`config.mk`:
```
export PLATFORM = sky130hd
export DESIGN_NAME = lux_reg_target
export DESIGN_NICKNAME = d
export VERILOG_FILES = /design/src/rtl/lux_i2c_pkg.sv /design/src/rtl/lux_bus_sense.sv /design/src/rtl/lux_byte_engine.sv /design/src/rtl/lux_reg_bank.sv /design/src/rtl/lux_reg_target.sv
export SDC_FILE = /design/constraint.sdc
export NUM_CORES = 1
export LEC_CHECK = 0
export ABC_CLOCK_PERIOD_IN_PS = 4000
export BUFFER_PORTS_ARGS = -buffer_cell sky130_fd_sc_hd__buf_2
export CAP_MARGIN = 20
export CORE_ASPECT_RATIO = 1.1
export CORE_UTILIZATION = 35
export DETAILED_ROUTE_END_ITERATION = 16
export PLACE_DENSITY_LB_ADDON = 0.08
export SLEW_MARGIN = 10
export SYNTH_ARGS = -nofsm -noshare
export SYNTH_HDL_FRONTEND = slang
export SYNTH_SLANG_ARGS = --single-unit
```
`constraint.sdc`:
```
create_clock -name clk -period 4 [get_ports clk]
set_input_delay 0.4 -clock clk [delete_from_list [all_inputs] [get_ports clk]]
set_output_delay 0.4 -clock clk [all_outputs]
set_load 0.005 [all_outputs]
```
`src/rtl/lux_i2c_pkg.sv`:
```
package lux_i2c_pkg;

    typedef enum logic [1:0] {
        XFER_REPEAT  = 2'b00,
        XFER_AUTO    = 2'b01,
        XFER_RSVD    = 2'b10,
        XFER_SPECIAL = 2'b11
    } xfer_e;

    typedef struct packed {
        logic       is_cmd;
        xfer_e      kind;
        logic [4:0] field;
    } cmd_t;

    typedef enum logic [2:0] {
        ST_IDLE,
        ST_ADDR,
        ST_AACK,
        ST_WR,
        ST_WACK,
        ST_RD,
        ST_RACK
    } bus_state_e;

    localparam logic [4:0] SF_INT_CLR = 5'b00110;
    localparam logic [4:0] A_ID       = 5'h12;
    localparam logic [4:0] A_STAT     = 5'h13;
    localparam logic [4:0] A_C0L      = 5'h14;
    localparam logic [4:0] A_C0H      = 5'h15;
    localparam logic [4:0] A_C1L      = 5'h16;
    localparam logic [4:0] A_C1H      = 5'h17;

    function automatic cmd_t decode_cmd(input logic [7:0] b);
        cmd_t c;
        c.is_cmd = b[7];
        c.kind   = xfer_e'(b[6:5]);
        c.field  = b[4:0];
        return c;
    endfunction

    function automatic logic [7:0] status_byte(input logic irq, input logic valid);
        return {3'b000, irq, 3'b000, valid};
    endfunction

endpackage

```
`src/rtl/lux_bus_sense.sv`:
```
module lux_bus_sense #(
    parameter int SYNC_STAGES = 2
) (
    input  logic clk,
    input  logic rst,
    input  logic scl_i,
    input  logic sda_i,
    output logic sda_s,
    output logic scl_rise,
    output logic scl_fall,
    output logic start_det,
    output logic stop_det
);
    logic [SYNC_STAGES-1:0] scl_q;
    logic [SYNC_STAGES-1:0] sda_q;
    logic scl_d, sda_d, scl_s;

    generate
        if (SYNC_STAGES == 1) begin : g_one
            always_ff @(posedge clk) begin
                if (rst) begin
                    scl_q <= '1;
                    sda_q <= '1;
                end else begin
                    scl_q <= scl_i;
                    sda_q <= sda_i;
                end
            end
        end else begin : g_chain
            always_ff @(posedge clk) begin
                if (rst) begin
                    scl_q <= '1;
                    sda_q <= '1;
                end else begin
                    scl_q <= {scl_q[SYNC_STAGES-2:0], scl_i};
                    sda_q <= {sda_q[SYNC_STAGES-2:0], sda_i};
                end
            end
        end
    endgenerate

    assign scl_s = scl_q[SYNC_STAGES-1];
    assign sda_s = sda_q[SYNC_STAGES-1];

    always_ff @(posedge clk) begin
        if (rst) begin
            scl_d <= 1'b1;
            sda_d <= 1'b1;
        end else begin
            scl_d <= scl_s;
            sda_d <= sda_s;
        end
    end

    assign scl_rise  = scl_s & ~scl_d;
    assign scl_fall  = ~scl_s & scl_d;
    assign start_det = scl_s & scl_d & sda_d & ~sda_s;
    assign stop_det  = scl_s & scl_d & ~sda_d & sda_s;

endmodule

```
`src/rtl/lux_byte_engine.sv`:
```
module lux_byte_engine
    import lux_i2c_pkg::*;
#(
    parameter logic [6:0] TARGET_ADDR = 7'h39
) (
    input  logic       clk,
    input  logic       rst,
    input  logic       sda_s,
    input  logic       scl_rise,
    input  logic       scl_fall,
    input  logic       start_det,
    input  logic       stop_det,
    output logic       sda_oe,
    output logic       wr_pulse,
    output logic [7:0] wr_byte,
    output logic       wr_first,
    output logic       rd_pulse,
    input  logic [7:0] rd_byte
);
    bus_state_e state;
    logic [3:0] cnt;
    logic [7:0] shreg;
    logic       rw, first, m_ack;

    assign rd_pulse = scl_fall & ~start_det & ~stop_det &
                      (((state == ST_AACK) & rw) | ((state == ST_RACK) & m_ack));
    assign wr_byte  = shreg;
    assign wr_first = first;

    always_ff @(posedge clk) begin
        if (rst) begin
            state    <= ST_IDLE;
            cnt      <= '0;
            shreg    <= '0;
            rw       <= 1'b0;
            first    <= 1'b0;
            m_ack    <= 1'b0;
            sda_oe   <= 1'b0;
            wr_pulse <= 1'b0;
        end else begin
            wr_pulse <= 1'b0;
            if (start_det) begin
                state  <= ST_ADDR;
                cnt    <= '0;
                sda_oe <= 1'b0;
            end else if (stop_det) begin
                state  <= ST_IDLE;
                sda_oe <= 1'b0;
            end else begin
                case (state)
                    ST_ADDR: begin
                        if (scl_rise) begin
                            shreg <= {shreg[6:0], sda_s};
                            cnt   <= cnt + 4'd1;
                        end else if (scl_fall && cnt == 4'd8) begin
                            if (shreg[7:1] == TARGET_ADDR) begin
                                rw     <= shreg[0];
                                sda_oe <= 1'b1;
                                state  <= ST_AACK;
                            end else begin
                                state  <= ST_IDLE;
                            end
                        end
                    end
                    ST_AACK: begin
                        if (scl_fall) begin
                            cnt <= '0;
                            if (rw) begin
                                shreg  <= rd_byte;
                                sda_oe <= ~rd_byte[7];
                                state  <= ST_RD;
                            end else begin
                                sda_oe <= 1'b0;
                                first  <= 1'b1;
                                state  <= ST_WR;
                            end
                        end
                    end
                    ST_WR: begin
                        if (scl_rise) begin
                            shreg <= {shreg[6:0], sda_s};
                            cnt   <= cnt + 4'd1;
                        end else if (scl_fall && cnt == 4'd8) begin
                            wr_pulse <= 1'b1;
                            sda_oe   <= 1'b1;
                            state    <= ST_WACK;
                        end
                    end
                    ST_WACK: begin
                        if (scl_fall) begin
                            sda_oe <= 1'b0;
                            first  <= 1'b0;
                            cnt    <= '0;
                            state  <= ST_WR;
                        end
                    end
                    ST_RD: begin
                        if (scl_rise) begin
                            cnt <= cnt + 4'd1;
                        end else if (scl_fall) begin
                            if (cnt == 4'd8) begin
                                sda_oe <= 1'b0;
                                state  <= ST_RACK;
                            end else begin
                                shreg  <= {shreg[6:0], 1'b0};
                                sda_oe <= ~shreg[6];
                            end
                        end
                    end
                    ST_RACK: begin
                        if (scl_rise) begin
                            m_ack <= ~sda_s;
                        end else if (scl_fall) begin
                            cnt <= '0;
                            if (m_ack) begin
                                shreg  <= rd_byte;
                                sda_oe <= ~rd_byte[7];
                                state  <= ST_RD;
                            end else begin
                                state  <= ST_IDLE;
                            end
                        end
                    end
                    default: ;
                endcase
            end
        end
    end

    assert_stop_release_R10: assert property (@(posedge clk) disable iff (rst)
        stop_det |=> !sda_oe);

    assert_idle_quiet_R1: assert property (@(posedge clk) disable iff (rst)
        (state == ST_IDLE) |-> !sda_oe);

endmodule

```
`src/rtl/lux_reg_bank.sv`:
```
module lux_reg_bank
    import lux_i2c_pkg::*;
#(
    parameter int         NUM_CFG  = 16,
    parameter logic [7:0] ID_VALUE = 8'h34
) (
    input  logic                 clk,
    input  logic                 rst,
    input  logic                 wr_pulse,
    input  logic [7:0]           wr_byte,
    input  logic                 wr_first,
    input  logic                 rd_pulse,
    output logic [7:0]           rd_byte,
    input  logic [15:0]          ch0_data,
    input  logic [15:0]          ch1_data,
    input  logic                 irq_flag,
    input  logic                 valid_flag,
    output logic [NUM_CFG*8-1:0] cfg_o,
    output logic                 irq_clear_o
);
    logic [4:0] ptr;
    logic       auto_mode;
    logic [7:0] shadow0, shadow1;
    logic [7:0] cfg [NUM_CFG];
    cmd_t       cmd;
    logic       is_cmd, data_wr;

    assign cmd     = decode_cmd(wr_byte);
    assign is_cmd  = wr_first & cmd.is_cmd;
    assign data_wr = wr_pulse & ~is_cmd;

    always_ff @(posedge clk) begin
        if (rst) begin
            ptr         <= '0;
            auto_mode   <= 1'b0;
            shadow0     <= '0;
            shadow1     <= '0;
            irq_clear_o <= 1'b0;
        end else begin
            irq_clear_o <= 1'b0;
            if (wr_pulse && is_cmd) begin
                case (cmd.kind)
                    XFER_REPEAT, XFER_AUTO: begin
                        ptr       <= cmd.field;
                        auto_mode <= (cmd.kind == XFER_AUTO);
                    end
                    XFER_SPECIAL: begin
                        if (cmd.field == SF_INT_CLR)
                            irq_clear_o <= 1'b1;
                    end
                    default: ;
                endcase
            end else if (data_wr && auto_mode) begin
                ptr <= ptr + 5'd1;
            end
            if (rd_pulse) begin
                if (auto_mode)
                    ptr <= ptr + 5'd1;
                if (ptr == A_C0L)
                    shadow0 <= ch0_data[15:8];
                if (ptr == A_C1L)
                    shadow1 <= ch1_data[15:8];
            end
        end
    end

    generate
        for (genvar k = 0; k < NUM_CFG; k++) begin : g_cfg
            always_ff @(posedge clk) begin
                if (rst)
                    cfg[k] <= '0;
                else if (data_wr && ptr == 5'(k))
                    cfg[k] <= wr_byte;
            end
            assign cfg_o[k*8 +: 8] = cfg[k];
        end
    endgenerate

    always_comb begin
        rd_byte = '0;
        for (int k = 0; k < NUM_CFG; k++)
            if (ptr == 5'(k))
                rd_byte = cfg[k];
        case (ptr)
            A_ID:    rd_byte = ID_VALUE;
            A_STAT:  rd_byte = status_byte(irq_flag, valid_flag);
            A_C0L:   rd_byte = ch0_data[7:0];
            A_C0H:   rd_byte = shadow0;
            A_C1L:   rd_byte = ch1_data[7:0];
            A_C1H:   rd_byte = shadow1;
            default: ;
        endcase
    end

    assert_clr_pulse_R4: assert property (@(posedge clk) disable iff (rst)
        irq_clear_o |=> !irq_clear_o);

    assert_ptr_advance_R3: assert property (@(posedge clk) disable iff (rst)
        (rd_pulse && auto_mode) |=> (ptr == $past(ptr + 5'd1)));

    assert_ptr_hold_R3: assert property (@(posedge clk) disable iff (rst)
        ((rd_pulse || data_wr) && !auto_mode) |=> $stable(ptr));

    assert_shadow_capture_R7: assert property (@(posedge clk) disable iff (rst)
        (rd_pulse && ptr == A_C0L) |=> (shadow0 == $past(ch0_data[15:8])));

endmodule

```
`src/rtl/lux_reg_target.sv`:
```
module lux_reg_target #(
    parameter logic [6:0] TARGET_ADDR = 7'h39,
    parameter int         NUM_CFG     = 16,
    parameter logic [7:0] ID_VALUE    = 8'h34,
    parameter int         SYNC_STAGES = 2
) (
    input  logic                   clk,
    input  logic                   rst,
    input  logic                   scl_i,
    input  logic                   sda_i,
    output logic                   sda_oe_o,
    input  logic [15:0]            ch0_data_i,
    input  logic [15:0]            ch1_data_i,
    input  logic                   irq_flag_i,
    input  logic                   valid_flag_i,
    output logic                   irq_clear_o,
    output logic [NUM_CFG*8-1:0]   cfg_o
);
    logic       sda_s, scl_rise, scl_fall, start_det, stop_det;
    logic       wr_pulse, wr_first, rd_pulse;
    logic [7:0] wr_byte, rd_byte;

    lux_bus_sense #(.SYNC_STAGES(SYNC_STAGES)) sense_i (
        .clk(clk), .rst(rst), .scl_i(scl_i), .sda_i(sda_i),
        .sda_s(sda_s), .scl_rise(scl_rise), .scl_fall(scl_fall),
        .start_det(start_det), .stop_det(stop_det)
    );

    lux_byte_engine #(.TARGET_ADDR(TARGET_ADDR)) engine_i (
        .clk(clk), .rst(rst), .sda_s(sda_s), .scl_rise(scl_rise),
        .scl_fall(scl_fall), .start_det(start_det), .stop_det(stop_det),
        .sda_oe(sda_oe_o), .wr_pulse(wr_pulse), .wr_byte(wr_byte),
        .wr_first(wr_first), .rd_pulse(rd_pulse), .rd_byte(rd_byte)
    );

    lux_reg_bank #(.NUM_CFG(NUM_CFG), .ID_VALUE(ID_VALUE)) bank_i (
        .clk(clk), .rst(rst), .wr_pulse(wr_pulse), .wr_byte(wr_byte),
        .wr_first(wr_first), .rd_pulse(rd_pulse), .rd_byte(rd_byte),
        .ch0_data(ch0_data_i), .ch1_data(ch1_data_i),
        .irq_flag(irq_flag_i), .valid_flag(valid_flag_i),
        .cfg_o(cfg_o), .irq_clear_o(irq_clear_o)
    );

endmodule

```
==> results of run 1 <==
report_power, final:
group / total (mW) / leakage (nW) / internal (mW) / switching, mW
Clock: 1.70 / 0.267 / 0.882 / 0.818
Sequential: 2.06 / 1.72 / 2.01 / 0.0488
Combinational: 0.166 / 2.49 / 0.0686 / 0.0974
worst paths after layout:
check	endpoint	slack [ns]	depth (start not counted)
hold / removal	sense_i.scl_q[0]	0.14	2
setup reg to reg	engine_i.wr_byte[2]	0.83	8
hold reg to reg	sense_i.sda_q[1]	0.41	1
setup / recovery	engine_i.wr_byte[2]	0.83	8
cell families after synthesis:
| family | Yosys count | synth area share, % |
|---|---|---|
| compound gates | 233 | 17.3 |
| xor+xnor | 4 | 0.369 |
| fa+ha+maj | 7 | 0.922 |
| buf+inv | 114 | 5.34 |
| flops | 177 | 50.8 |
| mux | 25 | 2.64 |
| simple gates | 385 | 22.7 |
final cells by class:
cell class | instances | area [µm²] | area share, %
Sequential cell | 177 | 4820 | 43.3
Multi-Input combinational cell | 654 | 4170 | 37.4
Timing Repair Buffer | 192 | 1040 | 9.29
Tap cell | 352 | 440 | 3.95
Clock buffer | 18 | 429 | 3.85
Clock inverter | 14 | 148 | 1.32
Inverter | 26 | 97.6 | 0.876
state kept, by name (all words and copies together), names as in the netlist, 2 cells and up:
| name | flops |
|---|---|
| engine_i.state | 3 |
| bank_i.shadow1 | 8 |
| engine_i.wr_byte | 8 |
| engine_i.cnt | 4 |
| bank_i.cfg | 128 |
| sense_i.scl_q | 2 |
| bank_i.shadow0 | 8 |
| bank_i.ptr | 5 |
| sense_i.sda_q | 2 |
metal layers:
| metal | GRT usage, % | up-vias |
|---|---|---|
| met4 | 6.41 | 0 |
| met2 | 40.8 | 363 |
| li1 | - | 3752 |
| met1 | 35.8 | 4147 |
| met3 | 3.92 | 38 |
| met5 | 0 | - |
cells in the mapped netlist, types with 14 or more instances:
library cell    n  share of area [%]
nand3_1        19                1.0
nand2_1        41                1.6
a21oi_1        43                2.3
o21ai_0        47                2.5
edfxtp_1      128                 40
dfxtp_1        49                 10
nor2b_1        20                1.3
and2_1         53                3.5
nor2_1         98                3.9
and3_1         62                4.1
mux2i_1        25                2.6
clkbuf_1       58                2.3
a21o_1         14                1.1
inv_1          25               0.99
buf_2          18               0.95
through the flow:
| step | utilization [%] | hold slack [ns] | instances | setup WS (ns) |
|---|---|---|---|---|
| after global routing | 42.3 | 0.138 | 1433 | 0.600 |
| after global placement | 40.1 | 0.394 | 1401 | 0.954 |
| after detailed placement | 40.1 | 0.399 | 1401 | 0.900 |
| after CTS | 42.3 | 0.126 | 1433 | 0.873 |
| final | 42.3 | 0.141 | 1433 | 0.830 |
| after floorplan | - | 0.389 | 945 | 1.25 |
==> results.yml, run 1 <==
finish:
  diodes: 0
  area_delta_synth_final_pct: 17.4
  final_common_cell: "buf_2"
  layout_common_cells: "167 x buf_2, 128 x edfxtp_1, 97 x nor2_1"
  final_cell_area_um2: 11100
  fill_cells: 2685
  drive_above_1_share_pct: 22.9
  nets: 1113
detailed_routing:
  routed.top_layer: "met4"
  wl_um: 35400
  wl_met3_um: 2150
  via_count: 8300
  antenna_left: 0
  firstDrtPassIters: 5
  wl_met1_um: 16100
  drc: 0
  wire_per_inst_um: 24.7
  first_iter_violations: 714
  viasPerCell: 5.79
  route.met2.wl_um: 16700
clock_network:
  cts-root-buf: "clkbuf_16"
  post_cts_buffers: 0
  cts_max_level: 4
  clock_latency_ns: 0.44
  ctsLongestPathBuffers: 2
  numCtsBuffers: 17
  clkTransAtPathRegs_ns: 0.07
  cts_resized: 0
  cts_num_sinks: 177
  cts_tree: "yes"
  hold_buffers: 0
die:
  die_w_um: 159
  rows: 62
  start_util_pct: 36.0
  die-area_um2: 27800
  boundaryPins: 168
  core_um2: 26400
  fp.dieH_um: 175
sta:
  finalMaxSlewViolations: 0
  finalSetupViolations: 0
  fin_tns_setup_ns: 0
  fmax_ghz: 0.315
  hold_viol_final: 0
  rsz0062_at_grt: "false"
  slew_headroom_pct: 37.7
  fin_crit_sh_pct: 79.2
  layout_min_cycle_time_ns: 3.17
  tightest_slew_ns: 0.935
  clock_skew_ns: 0.00872
setup_path:
  worstPathArrival_ns: 3.53
  worst-path-buf-inv: 1
  r2r-start: "bank_i.ptr[0]"
  cp-end-kind: "flop"
  critPathLaunch: "bank_i.ptr[0]"
  crit_fanout: 14
  critPathRequiredTime_ns: 4.36
  max_stage_delay_ns: 0.61
  cp_cell_sequence: "inv_1 -> ha_1 -> or3b_1 -> o32ai_2 -> a222oi_1 -> nor4_1 -> o211ai_1 -> a41oi_2"
  crit_family: "simple AND/OR/NAND/NOR gates"
  cp_slowest_cell: "or3b_1"
  start_kind: "flop"
  crit_type: "flop to flop"
synth:
  synth_edf_count: 128
  synthFlopType: "edfxtp_1"
  synth_nets: 990
  synth_cells: 945
  yosysWarnings: 0
  syn_area_um2: 9500
  synth.distinct_cells: 82
  yosysSeqAreaShare_pct: 50.8
  syn_avg_cell_area_um2: 10.0
  ys_ff_latch: 177
  synthArstFlopShare_pct: 0
global_routing:
  grt_max_degree: 58
  antenna_found_initial: 0
  grt_overflow_total: 0
  gr-usage-all-layers_pct: 25.4
  grt_pass1_vias: 8016
  grt_pass1_wl_um: 52400
power_and_ir_drop:
  p_total_mw: 3.92
  leakagePower_nw: 4.47
  ir_drop_v: 0.000240
  power_density_nw_per_um2: 352
status:
  status: "finished clean"
hold_path:
  hp-start: "scl_i"
  hp-class: "input pin to flop"
placement:
  place_congestion: 0.957
  io_buffers: 167
  place.detailed.hpwl_um: 25500
  place_area_um2: 10600
flow_run:
  max_cap_violations: 0
(Power assumes the default switching activity.)
==> inputs of run 2 (changes only) <==
--- a/config.mk
+++ b/config.mk
@@ -5,7 +5,8 @@
 export SDC_FILE = /design/constraint.sdc
 export NUM_CORES = 1
 export LEC_CHECK = 0
-export ABC_CLOCK_PERIOD_IN_PS = 4000
+export ABC_AREA = 1
+export ABC_CLOCK_PERIOD_IN_PS = 2740
 export BUFFER_PORTS_ARGS = -buffer_cell sky130_fd_sc_hd__buf_2
 export CAP_MARGIN = 20
 export CORE_ASPECT_RATIO = 1.1
==> constraint.sdc (replaced) <==
create_clock -name clk -period 2.74 [get_ports clk]
set_input_delay 0.274 -clock clk [delete_from_list [all_inputs] [get_ports clk]]
set_output_delay 0.274 -clock clk [all_outputs]
set_load 0.005 [all_outputs]
==> run 2 against run 1 <==
Combinational power rose to 6.9 times the previous value. First-iteration DRC count down 17%. Die area down 3.8%. Clock power up 44%. Largest power group unchanged. Total power up 71%. Synthesized cell count up 18%. Highest routed layer unchanged. Flip-flop and latch count unchanged. Via count down 0.51%. Worst setup slack worse by 0.72 ns. Wire length down 15%. Utilization up 2.8 points. Clock skew up 0.0044 ns.
==> results.yml, run 2 <==
placement:
  place_congestion: 0.946
  dp_cells: 1635
  place.detailed.hpwl_um: 21800
  io_buffers: 167
hold_path:
  hp-start: "scl_i"
  hold_depth: 2
  hp-class: "input pin to flop"
  hold-path-endpoint: "sense_i.scl_q[0]"
global_routing:
  grt_pass1_vias: 7838
  grt_max_degree: 31
  grt_pass1_wl_um: 45500
  gr-usage-all-layers_pct: 22.9
  grt_overflow_total: 0
  antenna_found_initial: 0
clock_network:
  ctsLongestPathBuffers: 2
  cts_tree: "yes"
  cts_max_level: 4
  numCtsBuffers: 17
  clock_latency_ns: 0.43
  clkTransAtPathRegs_ns: 0.07
  cts-root-buf: "clkbuf_16"
  cts_num_sinks: 177
detailed_routing:
  viasPerCell: 4.91
  wire_per_inst_um: 17.9
  first_iter_violations: 591
  antenna_left: 0
  firstDrtPassIters: 5
  via_count: 8258
  drc: 0
  wl_um: 30100
sta:
  fin_tns_setup_ns: 0
  whs_ns: 0.0239
  fin_crit_sh_pct: 95.8
  hold_viol_final: 0
  layout_min_cycle_time_ns: 2.63
  fmax_ghz: 0.381
  finalMaxSlewViolations: 0
  finalSetupViolations: 0
  rsz0062_at_grt: "true"
  slew_headroom_pct: 45.6
  tightest_slew_ns: 0.810
  clock_skew_ns: 0.0131
finish:
  layout_common_cells: "280 x nand2_1, 186 x nor2_1, 169 x buf_2"
  area_delta_synth_final_pct: 25.4
  finalNonFillerCells: 1683
  nets: 1369
  regMostFlops: "bank_i.cfg"
  utilization_pct: 45.0
  drive_above_1_share_pct: 27.4
  final_common_cell: "nand2_1"
  diodes: 0
  largest_reg_flops: 128
die:
  fp.dieH_um: 171
  boundaryPins: 168
  die_w_um: 156
  core_um2: 25400
  die-area_um2: 26700
  start_util_pct: 35.9
  rows: 61
synth:
  synth_cells: 1111
  yosysMostFrequentCell: "nand2_1"
  synthTopCellsByCount: "297 x nand2_1, 186 x nor2_1, 128 x edfxtp_1, 108 x inv_1, 63 x nand3_1"
  synth.area.top_cells: "edfxtp_1 42%, nand2_1 12%, dfxtp_1 11%"
  synth_top_area_share_pct: 42.1
  yosysSeqAreaShare_pct: 52.9
  synth.distinct_cells: 49
  netlist.top_cell.by_area: "edfxtp_1"
  syn_avg_cell_area_um2: 8.22
  synthArstFlopShare_pct: 0
  syn_area_um2: 9130
  synth_edf_count: 128
  synth_nets: 1156
  ys_ff_latch: 177
  synthFlopType: "edfxtp_1"
  yosysWarnings: 0
setup_path:
  cp-end-kind: "flop"
  r2r-start: "bank_i.ptr[0]"
  crit_type: "flop to flop"
  critPathLaunch: "bank_i.ptr[0]"
  ff2ff_path_depth: 22
  r2r_slack_ns: 0.11
  start_kind: "flop"
  critPathRequiredTime_ns: 3.05
  worstPathArrival_ns: 2.94
  timing.rr.end: "engine_i.wr_byte[7]"
  crit_fanout: 13
power_and_ir_drop:
  leakagePower_nw: 4.78
  ir_drop_v: 0.000390
  power_density_nw_per_um2: 585
flow_run:
  max_cap_violations: 0
status:
  status: "finished clean"
-- run 2: what timing repair did --
action                     CTS  global route
setup buffers                0            15
hold endpoints to repair     0             0
setup endpoints to repair    0            14
resized for setup            0            49
hold buffers                 0             0
-- run 2: area by class of cell --
class | count | area, µm²
tap | 346 | 433
sequential | 177 | 4830
multi-input combinational | 763 | 3740
inverter | 132 | 507
clock buffer | 20 | 458
fill | 2583 | 14000
clock inverter | 12 | 120
timing repair buffer | 233 | 1360
-- run 2: how the worst max path moves through the flow --
stage	end	slack, ns	depth (start not counted)
2_1_floorplan	bank_i.cfg[1][56]	0.39	7
3_3_place_gp	engine_i.wr_byte[7]	0.07	25
3_5_place_dp	engine_i.wr_byte[0]	0.02	24
4_1_cts	engine_i.wr_byte[0]	0.01	24
5_1_grt	engine_i.wr_byte[7]	-0.08	22
6_report	engine_i.wr_byte[7]	0.11	22
-- run 2: kinds of logic (layout without fill, tap and decap cells) --
| family | count (synthesis) | count (layout) | synth area share, % |
|---|---|---|---|
| buffers and inverters | 171 | 397 | 7.73 |
| DFF | 177 | 177 | 52.9 |
| AOI/OAI and AO/OA | 132 | 132 | 8.72 |
| and+or+nand+nor | 621 | 621 | 29.4 |
| xor gates and xnor gates | 3 | 3 | 0.288 |
| adders and majority gates | 7 | 7 | 0.960 |
-- run 2: per-layer routing --
layer | up-vias | share of wire [%] | track usage (%)
li1 | 4047 | - | -
met1 | 3881 | 44 | 30.4
met5 | - | 0 | 0
met4 | 0 | 1.2 | 5.63
met2 | 300 | 49 | 39.4
met3 | 30 | 6.0 | 2.77
-- run 2: critical path, stage by stage, from the launching register on --
cell	delay (ns)
dfxtp_4	0.38
inv_2	0.10
ha_1	0.20
inv_2	0.07
nor2_8	0.15
nand2_8	0.10
or2_0	0.21
nand3_1	0.09
nand2_1	0.07
nand2_1	0.06
nand2_1	0.05
nand3_1	0.09
nand3_1	0.08
nand2_1	0.07
nand3_1	0.08
nand2_1	0.10
nand4_1	0.10
nand2_1	0.11
nand2_1	0.07
nand2_2	0.11
nand3_1	0.09
nand2_1	0.11
a21oi_2	0.05
-- run 2: through the flow --
step / instance area (µm²) / setup WS (ns) / total power [mW]
after floorplan: 9130 / 0.394 / 3.73
after global placement: 10600 / 0.0734 / 4.31
after detailed placement: 10600 / 0.0204 / 4.30
after CTS: 11200 / 0.0149 / 6.73
after global routing: 11400 / -0.0797 / 6.94
final: 11400 / 0.114 / 6.70
-- run 2: power breakdown --
group / switching (mW) / total (mW) / leakage [nW] / internal (mW)
clock network: 1.12 / 2.45 / 0.286 / 1.33
logic: 0.827 / 1.15 / 2.78 / 0.321
registers: 0.110 / 3.10 / 1.72 / 2.99
total: 2.05 / 6.70 / 4.78 / 4.65
==> inputs of run 3 (changes only) <==
--- a/config.mk
+++ b/config.mk
@@ -12,6 +12,7 @@
 export CORE_ASPECT_RATIO = 1.1
 export CORE_UTILIZATION = 35
 export DETAILED_ROUTE_END_ITERATION = 16
+export GPL_TIMING_DRIVEN = 0
 export PLACE_DENSITY_LB_ADDON = 0.08
 export SLEW_MARGIN = 10
 export SYNTH_ARGS = -nofsm -noshare
==> run 3 against run 2 <==
Worst hold slack got worse by 0.0029 ns. Total power shrank 2.7%. Non-clock buffer count is 12 lower. Fmax grew 0.53%. Sequential power hardly changed. Combinational power down 8%. Critical path type unchanged. Highest routed layer unchanged.
==> results.yml, run 3 (same netlist as run 2, synthesis figures left out) <==
sta:
  slew_headroom_pct: 38.0
  hold_viol_final: 0
  fmax_ghz: 0.383
  clock_skew_ns: 0.0153
  rsz0062_at_grt: "true"
  layout_min_cycle_time_ns: 2.61
  finalSetupViolations: 0
  fin_crit_sh_pct: 95.3
  fin_tns_setup_ns: 0
  tightest_slew_ns: 0.931
  finalMaxSlewViolations: 0
global_routing:
  grt_pass1_wl_um: 43700
  grt_overflow_total: 0
  gr-usage-all-layers_pct: 22.1
  antenna_found_initial: 0
  grt_pass1_vias: 7548
  grt_max_degree: 17
clock_network:
  numCtsBuffers: 17
  cts-root-buf: "clkbuf_16"
  cts_num_sinks: 177
  cts_tree: "yes"
  cts_max_level: 4
  clkTransAtPathRegs_ns: 0.07
  ctsLongestPathBuffers: 2
  clock_latency_ns: 0.44
placement:
  dp_cells: 1624
  place.detailed.hpwl_um: 21900
  io_buffers: 166
  place_area_um2: 10400
  place_congestion: 0.888
finish:
  finalNonFillerCells: 1671
  regMostFlops: "bank_i.cfg"
  utilization_pct: 44.5
  drive_above_1_share_pct: 26.0
  nets: 1357
  largest_reg_flops: 128
  layout_common_cells: "276 x nand2_1, 184 x nor2_1, 172 x buf_2"
  final_cell_area_um2: 11300
  final_common_cell: "nand2_1"
  diodes: 0
  area_delta_synth_final_pct: 23.9
detailed_routing:
  firstDrtPassIters: 8
  drc: 0
  first_iter_violations: 488
  wl_um: 29200
  wire_per_inst_um: 17.5
  antenna_left: 0
  viasPerCell: 4.79
  via_count: 8000
die:
  core_um2: 25400
  die-area_um2: 26700
  die_w_um: 156
  boundaryPins: 168
  fp.dieH_um: 171
  start_util_pct: 35.9
  rows: 61
power_and_ir_drop:
  power_density_nw_per_um2: 576
  ir_drop_v: 0.000408
  leakagePower_nw: 4.67
hold_path:
  hp-class: "input pin to flop"
  hold-path-endpoint: "sense_i.sda_q[0]"
  hold_depth: 2
  hp-start: "sda_i"
setup_path:
  start_kind: "flop"
  timing.rr.end: "engine_i.wr_byte[3]"
  r2r_slack_ns: 0.13
  crit_type: "flop to flop"
  cp-end-kind: "flop"
  r2r-start: "bank_i.ptr[0]"
  ff2ff_path_depth: 23
  crit_fanout: 8
  worstPathArrival_ns: 2.91
  critPathRequiredTime_ns: 3.03
status:
  status: "finished clean"
flow_run:
  max_cap_violations: 0
[run 3: cell count changes in the layout (fill, tap and decap cells not counted), moves of 4 or more]
cell | previous run | this run
nand3_1 | 57 | 51
clkbuf_1 | 2 | 25
buf_4 | 60 | 18
inv_6 | 1 | 6
o21ai_1 | 7 | 14
nand2_1 | 280 | 276
nand3_2 | 7 | 13
o21ai_0 | 41 | 34
[run 3: how the worst max path moves through the flow]
stage | start | endpoint | slack (ns) | cells past startpoint
after global placement | engine_i.wr_byte[7] | bank_i.cfg[1][38] | -0.37 | 6
final | bank_i.ptr[0] | engine_i.wr_byte[3] | 0.13 | 23
after CTS | bank_i.ptr[1] | engine_i.wr_byte[2] | -0.04 | 26
after floorplan | bank_i.ptr[0] | bank_i.cfg[1][56] | 0.39 | 7
after global routing | bank_i.ptr[0] | engine_i.wr_byte[3] | -0.03 | 23
after detailed placement | engine_i.wr_byte[7] | bank_i.cfg[1][38] | -0.35 | 6
[run 3: area by class of cell]
class | instances | area, µm²
clock buffers | 22 | 495
multi-input cells | 763 | 3790
clock inverters | 10 | 70.1
inverters | 132 | 513
fillers | 2657 | 14100
well taps | 346 | 433
plain buffers | 39 | 216
repair buffers | 182 | 966
flip-flops and latches | 177 | 4830
[run 3: report_power, final]
part | switching (mW) | total, mW | internal (mW)
combinational | 0.792 | 1.06 | 0.270
clock | 1.07 | 2.37 | 1.30
sequential | 0.0994 | 3.09 | 2.99
total | 1.96 | 6.52 | 4.56
[run 3: per-layer routing]
layer / routed length [µm] / vias to the layer above / global-route usage [%]
met2: 14500 / 219 / 38.2
met4: 347 / 0 / 5.63
met1: 13000 / 3729 / 29.1
met5: 0 / - / 0
met3: 1380 / 23 / 3.00
li1: - / 4029 / -
[run 3: critical path, stage by stage (launching register included)]
cell	delay (ns)
dfxtp_4	0.38
inv_6	0.08
ha_4	0.13
inv_2	0.05
nor2_8	0.11
nand2_4	0.10
clkbuf_16	0.17
buf_4	0.13
o211ai_1	0.18
nand3_1	0.13
nand2_1	0.09
nand2_1	0.05
nand2_1	0.07
nand2_1	0.06
nand3_1	0.08
nand3_1	0.07
o21ai_1	0.11
nand2_1	0.09
nand2_1	0.10
nand2_1	0.06
nand2_1	0.08
nand2_1	0.06
nand2_1	0.07
a21oi_2	0.05
[run 3: through the flow]
step	setup slack [ns]	power, mW	hold slack, ns
finish	0.128	6.52	0.0210
floorplan	0.394	3.73	0.378
global route	-0.0272	6.78	0.0164
detailed placement	-0.349	4.22	0.397
global placement	-0.367	4.22	0.396
CTS	-0.0418	6.55	0.0142
[run 3: timing repair]
item                                    in CTS  in global routing
endpoints found under the setup margin      80                 25
pin swaps                                    1                 26
resized for setup                           17                 60
setup buffers                                0                 13
hold buffers                                 0                  0
cloned                                       0                  1
